[src/rtl/grid_pkg.sv]
package grid_pkg;
    typedef enum logic [1:0] {
        S_IDLE,
        S_READ,
        S_WRITE,
        S_CLEAR
    } walk_state_t;

    typedef enum logic {
        OP_ROT,
        OP_FALL
    } walk_op_t;

    typedef enum logic [1:0] {
        DIR_HOLD,
        DIR_LEFT,
        DIR_RIGHT
    } rot_dir_t;

    typedef enum logic [1:0] {
        WS_ROT,
        WS_COPY,
        WS_ZERO
    } wsrc_t;
endpackage

[src/rtl/grid_ram.sv]
module grid_ram #(
    parameter int ROWS  = 16,
    parameter int WIDTH = 8,
    localparam int AW   = $clog2(ROWS)
) (
    input  logic             clk,
    input  logic [AW-1:0]    addr,
    input  logic             we,
    input  logic [WIDTH-1:0] wdata,
    output logic [WIDTH-1:0] rdata_q
);
    logic [WIDTH-1:0] mem [ROWS];

    always_ff @(posedge clk) begin
        if (we) begin
            mem[addr] <= wdata;
        end else begin
            rdata_q <= mem[addr];
        end
    end
endmodule

[src/rtl/row_rotate.sv]
module row_rotate
    import grid_pkg::*;
#(
    parameter int WIDTH = 8
) (
    input  logic [WIDTH-1:0] din,
    input  rot_dir_t         dir,
    output logic [WIDTH-1:0] dout
);
    logic [WIDTH-1:0] to_left;
    logic [WIDTH-1:0] to_right;

    for (genvar g = 0; g < WIDTH; g++) begin : g_bit
        assign to_left[g]  = din[(g + WIDTH - 1) % WIDTH];
        assign to_right[g] = din[(g + 1) % WIDTH];
    end

    always_comb begin
        case (dir)
            DIR_LEFT:  dout = to_left;
            DIR_RIGHT: dout = to_right;
            default:   dout = din;
        endcase
    end
endmodule

[src/rtl/grid_seq.sv]
module grid_seq
    import grid_pkg::*;
#(
    parameter int ROWS = 16,
    localparam int AW  = $clog2(ROWS)
) (
    input  logic          clk,
    input  logic          rst_n,
    input  logic          start_shift,
    input  logic          move_left,
    input  logic          move_right,
    input  logic          start_fall,
    output logic          busy,
    output logic          done,
    output logic [AW-1:0] seq_addr,
    output logic          seq_we,
    output wsrc_t         seq_wsrc,
    output rot_dir_t      seq_dir
);
    localparam logic [AW-1:0] LAST_ROW  = AW'(ROWS - 1);
    localparam logic [AW-1:0] FALL_FROM = AW'(ROWS - 2);

    typedef struct packed {
        walk_state_t   state;
        walk_op_t      op;
        rot_dir_t      dir;
        logic [AW-1:0] row;
        logic          done;
    } seq_t;

    seq_t q, d;

    always_comb begin
        d        = q;
        d.done   = 1'b0;
        seq_addr = q.row;
        seq_we   = 1'b0;
        seq_wsrc = WS_ROT;
        case (q.state)
            S_IDLE: begin
                if (start_shift) begin
                    d.state = S_READ;
                    d.op    = OP_ROT;
                    d.row   = '0;
                    if (move_left && !move_right) begin
                        d.dir = DIR_LEFT;
                    end else if (move_right && !move_left) begin
                        d.dir = DIR_RIGHT;
                    end else begin
                        d.dir = DIR_HOLD;
                    end
                end else if (start_fall) begin
                    d.state = S_READ;
                    d.op    = OP_FALL;
                    d.row   = FALL_FROM;
                end
            end
            S_READ: begin
                d.state = S_WRITE;
            end
            S_WRITE: begin
                seq_we = 1'b1;
                if (q.op == OP_ROT) begin
                    seq_wsrc = WS_ROT;
                    if (q.row == LAST_ROW) begin
                        d.state = S_IDLE;
                        d.done  = 1'b1;
                    end else begin
                        d.row   = q.row + AW'(1);
                        d.state = S_READ;
                    end
                end else begin
                    seq_wsrc = WS_COPY;
                    seq_addr = q.row + AW'(1);
                    if (q.row == '0) begin
                        d.state = S_CLEAR;
                    end else begin
                        d.row   = q.row - AW'(1);
                        d.state = S_READ;
                    end
                end
            end
            S_CLEAR: begin
                seq_we   = 1'b1;
                seq_wsrc = WS_ZERO;
                seq_addr = '0;
                d.state  = S_IDLE;
                d.done   = 1'b1;
            end
            default: d.state = S_IDLE;
        endcase
    end

    always_ff @(posedge clk or negedge rst_n) begin
        if (!rst_n) begin
            q <= '{state: S_IDLE, op: OP_ROT, dir: DIR_HOLD, row: '0, done: 1'b0};
        end else begin
            q <= d;
        end
    end

    assign busy    = (q.state != S_IDLE);
    assign done    = q.done;
    assign seq_dir = q.dir;
endmodule

[src/rtl/grid_engine.sv]
module grid_engine
    import grid_pkg::*;
#(
    parameter int ROWS  = 16,
    parameter int WIDTH = 8,
    localparam int AW   = $clog2(ROWS)
) (
    input  logic             clk,
    input  logic             rst_n,
    input  logic             start_shift,
    input  logic             move_left,
    input  logic             move_right,
    input  logic             start_fall,
    input  logic [AW-1:0]    host_addr,
    input  logic             host_we,
    input  logic [WIDTH-1:0] host_wdata,
    output logic [WIDTH-1:0] rd_data,
    output logic             busy,
    output logic             done
);
    logic [AW-1:0]    seq_addr;
    logic             seq_we;
    wsrc_t            seq_wsrc;
    rot_dir_t         seq_dir;
    logic [AW-1:0]    ram_addr;
    logic             ram_we;
    logic [WIDTH-1:0] ram_wdata;
    logic [WIDTH-1:0] ram_rdata;
    logic [WIDTH-1:0] rotated;

    grid_seq #(.ROWS(ROWS)) u_seq (
        .clk         (clk),
        .rst_n       (rst_n),
        .start_shift (start_shift),
        .move_left   (move_left),
        .move_right  (move_right),
        .start_fall  (start_fall),
        .busy        (busy),
        .done        (done),
        .seq_addr    (seq_addr),
        .seq_we      (seq_we),
        .seq_wsrc    (seq_wsrc),
        .seq_dir     (seq_dir)
    );

    row_rotate #(.WIDTH(WIDTH)) u_rot (
        .din  (ram_rdata),
        .dir  (seq_dir),
        .dout (rotated)
    );

    always_comb begin
        if (busy) begin
            ram_addr = seq_addr;
            ram_we   = seq_we;
            case (seq_wsrc)
                WS_ROT:  ram_wdata = rotated;
                WS_COPY: ram_wdata = ram_rdata;
                default: ram_wdata = '0;
            endcase
        end else begin
            ram_addr  = host_addr;
            ram_we    = host_we;
            ram_wdata = host_wdata;
        end
    end

    grid_ram #(.ROWS(ROWS), .WIDTH(WIDTH)) u_ram (
        .clk     (clk),
        .addr    (ram_addr),
        .we      (ram_we),
        .wdata   (ram_wdata),
        .rdata_q (ram_rdata)
    );

    assign rd_data = ram_rdata;
endmodule

[config.mk]
export PLATFORM = sky130hd
export DESIGN_NAME = grid_engine
export DESIGN_NICKNAME = d
export VERILOG_FILES = /design/src/rtl/grid_pkg.sv /design/src/rtl/grid_ram.sv /design/src/rtl/row_rotate.sv /design/src/rtl/grid_seq.sv /design/src/rtl/grid_engine.sv
export SDC_FILE = /design/constraint.sdc
export NUM_CORES = 1
export LEC_CHECK = 0
export ABC_AREA = 1
export BUFFER_PORTS_ARGS = -buffer_cell sky130_fd_sc_hd__buf_2
export CAP_MARGIN = 10
export CORE_MARGIN = 3
export CORE_UTILIZATION = 62
export CTS_CLUSTER_SIZE = 28
export DETAILED_ROUTE_END_ITERATION = 6
export GPL_ROUTABILITY_DRIVEN = 0
export MAX_ROUTING_LAYER = met4
export PLACE_DENSITY = 0.9
export SLEW_MARGIN = 40
export SYNTH_ARGS = -nofsm -noshare
export SYNTH_HDL_FRONTEND = slang
export SYNTH_SLANG_ARGS = --single-unit
[constraint.sdc]
create_clock -name clk -period 2.7 [get_ports clk]
set_input_delay 0 -clock clk [delete_from_list [all_inputs] [get_ports clk]]
set_output_delay 0 -clock clk [all_outputs]
set_load 0.01 [all_outputs]
==> impl_metrics.ini, run 1 <==
[synthesis]
synth_warnings = 0
syn_area_mm2 = 0.00691
async_reset_ff_frac = 0.0685
avgSynthCellArea_um2 = 9.51
synth-seq-cells = 146
synth-edff-count = 136
ys_seq_area_frac = 0.627
synth_ff_type = edfxtp_1
netlist_instances = 726
ys_types = 25
syn_nets = 752

[critical_path]
crit_family = simple AND/OR/NAND/NOR gates
crit_required_ns = 2.99
cp.arrival_ns = 2.80
critPathMaxStageDelay_ns = 0.42
worstSetupPathType = reg2reg
worstPathMaxFanout = 12
cp-end-kind = register
cp_common_cell = nand2_1
path_buf_inv = 4
start_kind = register
path_cells = inv_1 > ha_1 > inv_1 > nand2_1 > nand2_1 > nor2_1 > nor2_2 > inv_2 > buf_4 > nand2_1 > nand2_1 > nand2_1 > nand2_1 > nand2_1 > nand2_1
slowest_stage = dfrtp_1

[sta]
skew_ns = 0.00896
post-route-period-util = 0.931
setup_viol = 0
finalCriticalPeriod_ns = 2.51
finalSetupTns_ns = 0
max_slew_margin = 0.423
finalHoldViolCount = 0
max_freq_mhz = 398
slew_violations = 0
tightest_slew_ns = 0.864
rsz0062_at_grt = false

[route]
drt_iter0_drc = 1143
drc = 7
wl_per_cell_um = 19.8
wl_um = 18400
ant_nets = 0
via_per_inst = 6.27
num_vias = 5840
firstDrtPassIters = 7

[placed_design]
io_buffer_count = 28
dp_hpwl_um = 11300
dp_cells = 888

[hold_path]
hold_path.class = in2reg

[finish]
layout_commonest_cell = nand2_1
final-instance-count-excl-fill = 931
diodes = 0
syn_to_final_growth_pct = 16.1
layout-drive-gt1-share = 0.145
final_cell_mix = nand2_1 (344), edfxtp_1 (136), nand4_1 (64)
fin_nets = 809

[power]
total_power_mw = 11.8
peakVddDrop_mv = 1.09
powerDensity_mw_per_mm2 = 1470
p_leak_nw = 3.45

[die]
die_width_um = 112
core_area_mm2 = 0.0106
die_h_um = 112
placementRows = 37
ios = 29
initial_core_util = 0.654
dieArea_mm2 = 0.0124

[global_routing]
antenna_found_initial = 0
grt_pass1_wl_um = 29300
grt_max_degree = 65
track_usage = 0.313
grt.overflow.total = 0
grt_pass1_vias = 5674

[cts]
tritoncts = done
clk_pin_slew_ns = 0.06
post_cts_buffers = 0
cts_buffers = 17
cts_sinks = 146
cts.htree.levels = 4
clockBufferDepth = 2
clk_latency_ns = 0.53
cts_root_buf = clkbuf_8

[job]
drv_cap = 0

[run_status]
violations = design-rule violations
status = finished with violations
-- cell families after synthesis --
logic type | Yosys count | share of synthesized area
AND/OR/NAND/NOR | 450 | 0.272
flip-flops | 146 | 0.627
buffers and inverters | 79 | 0.0494
AO/OA/AOI/OAI | 43 | 0.0371
adder cells (fa/ha/maj) | 7 | 0.0127
XOR/XNOR | 1 | 0.00127
-- cell usage after synthesis, types with 6 or more instances --
cell	number	area [um2]
nand2_1	345	1290
edfxtp_1	136	4080
nand4_1	64	400
buf_2	30	150
inv_1	29	109
nor2_1	25	93.8
o22ai_1	19	119
nand3_1	12	60.1
o21ai_0	12	60.1
dfrtp_1	10	250
inv_2	10	37.5
ha_1	7	87.6
a21oi_1	6	30.0
clkbuf_1	6	22.5
-- worst reg2reg max path, delay by kind of cell, from the launching register on --
family / cells / cell delay [ns]
simple gates: 10 / 0.89
buf+inv: 4 / 0.68
flops: 1 / 0.42
fa+ha+maj: 1 / 0.29
-- flip-flops by register name (all words and copies together), names as in the netlist --
| signal | flops |
|---|---|
| u_seq.seq_dir | 2 |
| u_seq.q | 7 |
| u_ram.rdata_q | 8 |
| u_ram.mem | 128 |
| u_seq.done | 1 |
-- power breakdown --
part / switching [mW] / internal, mW / total (mW)
Sequential: 0.251 / 3.59 / 3.84
Combinational: 4.07 / 1.62 / 5.68
Clock: 0.870 / 1.39 / 2.26
Total: 5.19 / 6.59 / 11.8
-- through the flow --
stage                     hold slack (ns)   util  cell area [um2]  setup WS (ns)
final                              0.0961  0.760             8020          0.186
after global routing               0.0930  0.760             8020         0.0274
after CTS                          0.0632  0.759             8010         0.0632
after detailed placement           -0.124  0.694             7330          0.169
after global placement             -0.126  0.694             7330          0.322
after floorplan                    -0.296      -             6910          0.316
-- cell type report --
type	instances	area [um2]
sequential	146	4340
fill	625	2530
multi-input combinational	501	2260
timing repair buffer	78	546
clock buffer	19	422
tap	136	170
inverter	39	146
clock inverter	12	141
-- per-layer routing --
| metal | vias up | part of all wire | global-route usage |
|---|---|---|---|
| li1 | 2586 | - | - |
| met1 | 2665 | 0.37 | 0.394 |
| met2 | 476 | 0.47 | 0.476 |
| met3 | 113 | 0.12 | 0.0707 |
| met4 | 0 | 0.052 | 0.170 |
| met5 | - | 0 | - |
-- what timing repair did --
action	CTS	global route
endpoints found under the hold margin	22	0
hold buffers	12	0
setup endpoints to repair	0	21
gates resized for setup	0	5
-- path summary, 6_finish.rpt --
path,from,to,slack [ns],depth (start not counted)
worst max-delay path,u_seq.q[1],u_ram.rdata_q[3],0.19,15
worst min-delay path,host_wdata[0],u_ram.mem[10][0],0.1,4
worst max register to register,u_seq.q[1],u_ram.rdata_q[3],0.19,15
worst min register to register,u_seq.q[3],u_seq.q[3],0.70,2
max in group asynchronous,rst_n,u_seq.q[7],1.84,3
min in group asynchronous,rst_n,u_seq.q[2],0.50,3
No activity file was read; power rests on OpenSTA's default activity.
==> run 2, diff against run 1 <==
Settings changed: CORE_UTILIZATION 62 to 65, PLACE_DENSITY 0.9 to 0.93.
Clock period 2.7 ns to 3.2 ns, I/O delays scaled along.
==> run 2 against run 1 <==
Net effect:
- the run still ends with design-rule violations left
- global-route usage grew 2.4 points
- cell count shrank 2.5%
- via count grew 2.0%
- first-iteration DRC count grew 19%
- cell area shrank 2.2%
- non-clock buffer count shrank 24
- clock-buffer cell count shrank 1
- register-to-register slack gained 0.03 ns
- fmax shrank 16%
- die area shrank 4.4%
- critical path type unchanged
- sequential share of layout area grew 1.2 points
==> impl_metrics.ini, run 2 (synthesis results as in run 1) <==
[run_status]
status = finished with violations
violations = design-rule violations

[critical_path]
cp.arrival_ns = 3.15
crit_required_ns = 3.37
start_kind = register
cp-end-kind = register
worstPathMaxFanout = 19
worstSetupPathType = reg2reg

[hold_path]
hold_path.class = in2reg

[finish]
reg_top3 = u_ram.mem: 128 flops, u_ram.rdata_q: 8 flops, u_seq.q: 7 flops
fin_nets = 785
layout_commonest_cell = nand2_1
n_fill_cell = 568
syn_to_final_growth_pct = 13.5
diodes = 0
layout-drive-gt1-share = 0.120
largest_reg_flops = 128
final_cell_mix = nand2_1 (343), edfxtp_1 (136), nand4_1 (64)
regArea_mm2 = 0.00433
top_register = u_ram.mem
multi_input_area_mm2 = 0.00226

[route]
wl_met1_um = 6310
ant_nets = 0
wl_met3_um = 2800
num_vias = 5956
via_per_inst = 6.56
wl_um = 18800
wl_met2_um = 8430
drc = 2
wl_per_cell_um = 20.7
drt_iter0_drc = 1364
top_layer = met4
firstDrtPassIters = 7

[cts]
cts_sinks = 146
tritoncts = done
hold_buffers = 12
cts_root_buf = clkbuf_8
post_cts_buffers = 0
cts_repair_resize_count = 0
clk_pin_slew_ns = 0.06
clockBufferDepth = 2
clk_latency_ns = 0.55
cts_buffers = 17
cts.htree.levels = 4

[sta]
post-route-period-util = 0.932
finalHoldViolCount = 0
rsz0062_at_grt = false
finalCriticalPeriod_ns = 2.98
max_slew_margin = 0.439
tightest_slew_ns = 0.839
slew_violations = 0
finalSetupTns_ns = 0
max_freq_mhz = 335
skew_ns = 0.00981
setup_viol = 0

[die]
ios = 29
die_width_um = 109
placementRows = 37
core_area_mm2 = 0.0103
die_h_um = 109
initial_core_util = 0.669
dieArea_mm2 = 0.0119

[global_routing]
grt_max_degree = 65
grt.overflow.total = 0
antenna_found_initial = 0
grt_pass1_wl_um = 28600
grt_pass1_vias = 5510
track_usage = 0.337

[placed_design]
dp_hpwl_um = 10800
io_buffer_count = 28

[job]
drv_cap = 0
[run 2: changes by cell type in the layout (fill, tap and decap cells not counted), moves of 2 or more]
cell and change:
inv_6 +3, clkinv_1 -3, buf_4 -24, nor2_2 -4
clkinv_4 +2, nor2_1 +4
[run 2: final timing paths]
| check | endpoint | slack (ns) | cells after the start | startpoint |
|---|---|---|---|---|
| setup / recovery | u_ram.mem[14][6] | 0.22 | 10 | u_seq.q[1] |
| hold / removal | u_ram.rdata_q[0] | 0.14 | 5 | host_addr[3] |
| setup reg to reg | u_ram.mem[14][6] | 0.22 | 10 | u_seq.q[1] |
| hold reg to reg | u_seq.q[3] | 0.71 | 2 | u_seq.q[3] |
| max in group asynchronous | u_seq.q[8] | 2.41 | 3 | rst_n |
| min in group asynchronous | u_seq.seq_dir[0] | 0.46 | 3 | rst_n |
[run 2: final cells by class]
class	instances	share of cell area
multi-input cells	501	0.288
clock inverters	14	0.0195
repair buffers	54	0.0466
flip-flops and latches	146	0.553
well taps	136	0.0217
clock buffers	18	0.0533
inverters	39	0.0187
[run 2: per-stage QoR]
stage               cell area, um2  worst slack [ns]   util  hold slack, ns  cells
floorplan                     6910             0.816      -          -0.296    726
global placement              7150             0.549  0.692          -0.130    864
detailed placement            7150             0.421  0.692          -0.128    864
CTS                           7840             0.345  0.759          0.0812    908
global route                  7840             0.141  0.760           0.169    908
finish                        7840             0.219  0.760           0.141    908
[run 2: critical path: stages, from the launching register on]
cell and delay (ns):
dfrtp_1 0.41, inv_1 0.16, ha_1 0.34, inv_1 0.05
nand2_1 0.06, nand2_1 0.09, nor2_1 0.15, nor2_2 0.10
inv_2 0.25, nand3_1 0.36, nor2_1 0.63
[run 2: per-layer routing]
layer / track usage / vias to the layer above
li1: - / 2536
met1: 0.398 / 2639
met2: 0.507 / 623
met3: 0.110 / 158
met4: 0.201 / 0
met5: - / -
Power of run 2 is not shown: default switching activity piles up to over one toggle a cycle in this logic, so the estimate is an artifact.
==> run 3, diff against run 2 <==
Settings changed: CORE_UTILIZATION 65 to 56, PLACE_DENSITY 0.93 to 0.86.
Clock period 3.2 ns to 2.6 ns, I/O delays scaled along.
==> run 3 against run 2 <==
Net effect:
- non-clock buffer count rose by 23
- critical path depth fell by 1
- first-iteration DRC count decreased by 24%
- flip-flop and latch count did not move
- global-route usage down 5.7 points
- clock-buffer cell count down 1
- worst setup slack worse by 0.024 ns
- core utilization fell by 6.9 points
- the run ends with negative hold slack left
- fmax grew 24%
==> impl_metrics.ini, run 3 (synthesis results as in run 1) <==
[cts]
clk_latency_ns = 0.43
tritoncts = done
cts_buffers = 17
clockBufferDepth = 2
post_cts_buffers = 0
cts_sinks = 146
clk_pin_slew_ns = 0.06
cts.htree.levels = 4
cts_root_buf = clkbuf_16

[power]
p_int_mw = 7.06
p_leak_nw = 3.50
p_comb_frac = 0.478
netSwitchingPower_mw = 5.47
total_power_mw = 12.5
clkPwrFrac = 0.205
p_seq_frac = 0.317
swShare = 0.437
powerDensity_mw_per_mm2 = 1550
peakVddDrop_mv = 0.693

[die]
core_area_mm2 = 0.0117
die_h_um = 117
ios = 29
initial_core_util = 0.590
dieArea_mm2 = 0.0137
die_width_um = 117
placementRows = 39

[finish]
reg_top3 = u_ram.mem: 128 flops, u_ram.rdata_q: 8 flops, u_seq.q: 7 flops
final_area_mm2 = 0.00809
largest_reg_flops = 128
final_cell_mix = nand2_1 (344), edfxtp_1 (136), nand4_1 (64)
syn_to_final_growth_pct = 17.2
layout-drive-gt1-share = 0.152
multi_input_area_mm2 = 0.00227
regArea_mm2 = 0.00433
layout_commonest_cell = nand2_1
n_fill_cell = 791
fin_nets = 808
top_register = u_ram.mem
diodes = 0

[sta]
finalSetupTns_ns = 0
post-route-period-util = 0.925
finalHoldViolCount = 1
hold_slack_ns = -0.00444
finalCriticalPeriod_ns = 2.41
max_slew_margin = 0.524
slew_violations = 0
rsz0062_at_grt = false
timing.final.ws_setup_ns = 0.195
setup_viol = 0
skew_ns = 0.00736
tightest_slew_ns = 0.714
max_freq_mhz = 416

[critical_path]
crit_required_ns = 2.74
worst-r2r-cell-count = 9
r2r_end = u_ram.mem[9][3]
cp-end-kind = register
r2r_slack_ns = 0.19
path_cells = nor2_1 > buf_4 > inv_2 > nor2_1 > a21oi_4 > inv_2 > nand2_1 > nor2_1 > buf_4
worstSetupPathType = reg2reg
cp_common_cell = nor2_1
critPathMaxStageDelay_ns = 0.48
slowest_stage = dfrtp_1
path_buf_inv = 4
crit_family = simple AND/OR/NAND/NOR gates
start_kind = register
r2r-start = u_seq.q[8]
worstPathMaxFanout = 18
cp.arrival_ns = 2.54

[global_routing]
grt.overflow.total = 0
use_met1 = 0.359
use_met2 = 0.416
grtUsageMet3 = 0.0787
grt_pass1_vias = 5445
antenna_found_initial = 0
grt_pass1_wl_um = 27600
grt_busiest_layer = met2
track_usage = 0.280
grt_max_degree = 65

[route]
wl_um = 18000
ant_nets = 0
drc = 0
firstDrtPassIters = 6
drt_iter0_drc = 1040
wl_per_cell_um = 19.2
num_vias = 5758
via_per_inst = 6.14

[hold_path]
min-delay-start = start_shift
hold_path.class = in2reg
min_path_cells = 3
hold_end = u_seq.q[7]

[placed_design]
place_ws_ns = 0.0787
dpl_cell_area_mm2 = 0.00736
io_buffer_count = 28
dp_hpwl_um = 11100

[job]
drv_cap = 0

[run_status]
violations = negative hold slack
status = finished with violations
[run 3: how the worst max path moves through the flow]
| stage | start | to | slack (ns) | cells past startpoint |
|---|---|---|---|---|
| 6_report | u_seq.q[8] | u_ram.mem[9][3] | 0.19 | 9 |
| 5_1_grt | u_seq.q[1] | u_ram.mem[15][5] | 0.03 | 11 |
| 4_1_cts | u_seq.q[1] | u_ram.mem[3][4] | 0.01 | 11 |
| 3_5_place_dp | u_seq.q[1] | u_ram.mem[15][5] | 0.08 | 11 |
| 3_3_place_gp | u_seq.q[1] | u_ram.mem[6][1] | 0.16 | 11 |
| 2_1_floorplan | u_seq.q[7] | u_ram.mem[0][0] | 0.22 | 10 |
[run 3: layer usage]
metal	vias up	routed length, um	share of wire
met2	458	8200	0.45
met1	2643	6710	0.37
met4	0	658	0.036
li1	2585	-	-
met5	-	0	0
met3	72	2480	0.14
[run 3: timing repair]
| item | CTS | global route |
|---|---|---|
| setup endpoints to repair | 0 | 80 |
| endpoints found under the hold margin | 14 | 0 |
| hold buffers | 7 | 0 |
| resized for setup | 0 | 7 |
[run 3: worst min-delay path: cells and delay by family]
family	cells	cell delay (ns)
AO/OA/AOI/OAI	2	0.29
buffers and inverters	1	0.09
[run 3: power by group through the flow]
stage / registers [mW] / clock network (mW) / logic [mW]
finish: 3.97 / 2.57 / 5.99
global route: 4.00 / 2.70 / 6.52
CTS: 3.96 / 2.59 / 5.75
global placement: 3.98 / 0 / 5.44
floorplan: 3.94 / 0 / 3.70
detailed placement: 4.00 / 0 / 5.63
[run 3: area by class of cell]
cell class              count  area share
clock buffers              17      0.0526
clock inverters            15      0.0254
inverters                  39      0.0184
multi-input cells         501       0.281
flip-flops and latches    146       0.535
well taps                 143      0.0221
repair buffers             77      0.0654
[run 3: stage by stage]
step,hold WS [ns],cells,util
floorplan,-0.296,726,-
global placement,-0.130,899,0.629
detailed placement,-0.127,899,0.629
CTS,0.000603,938,0.689
global route,0.0864,938,0.691
finish,-0.00444,938,0.691
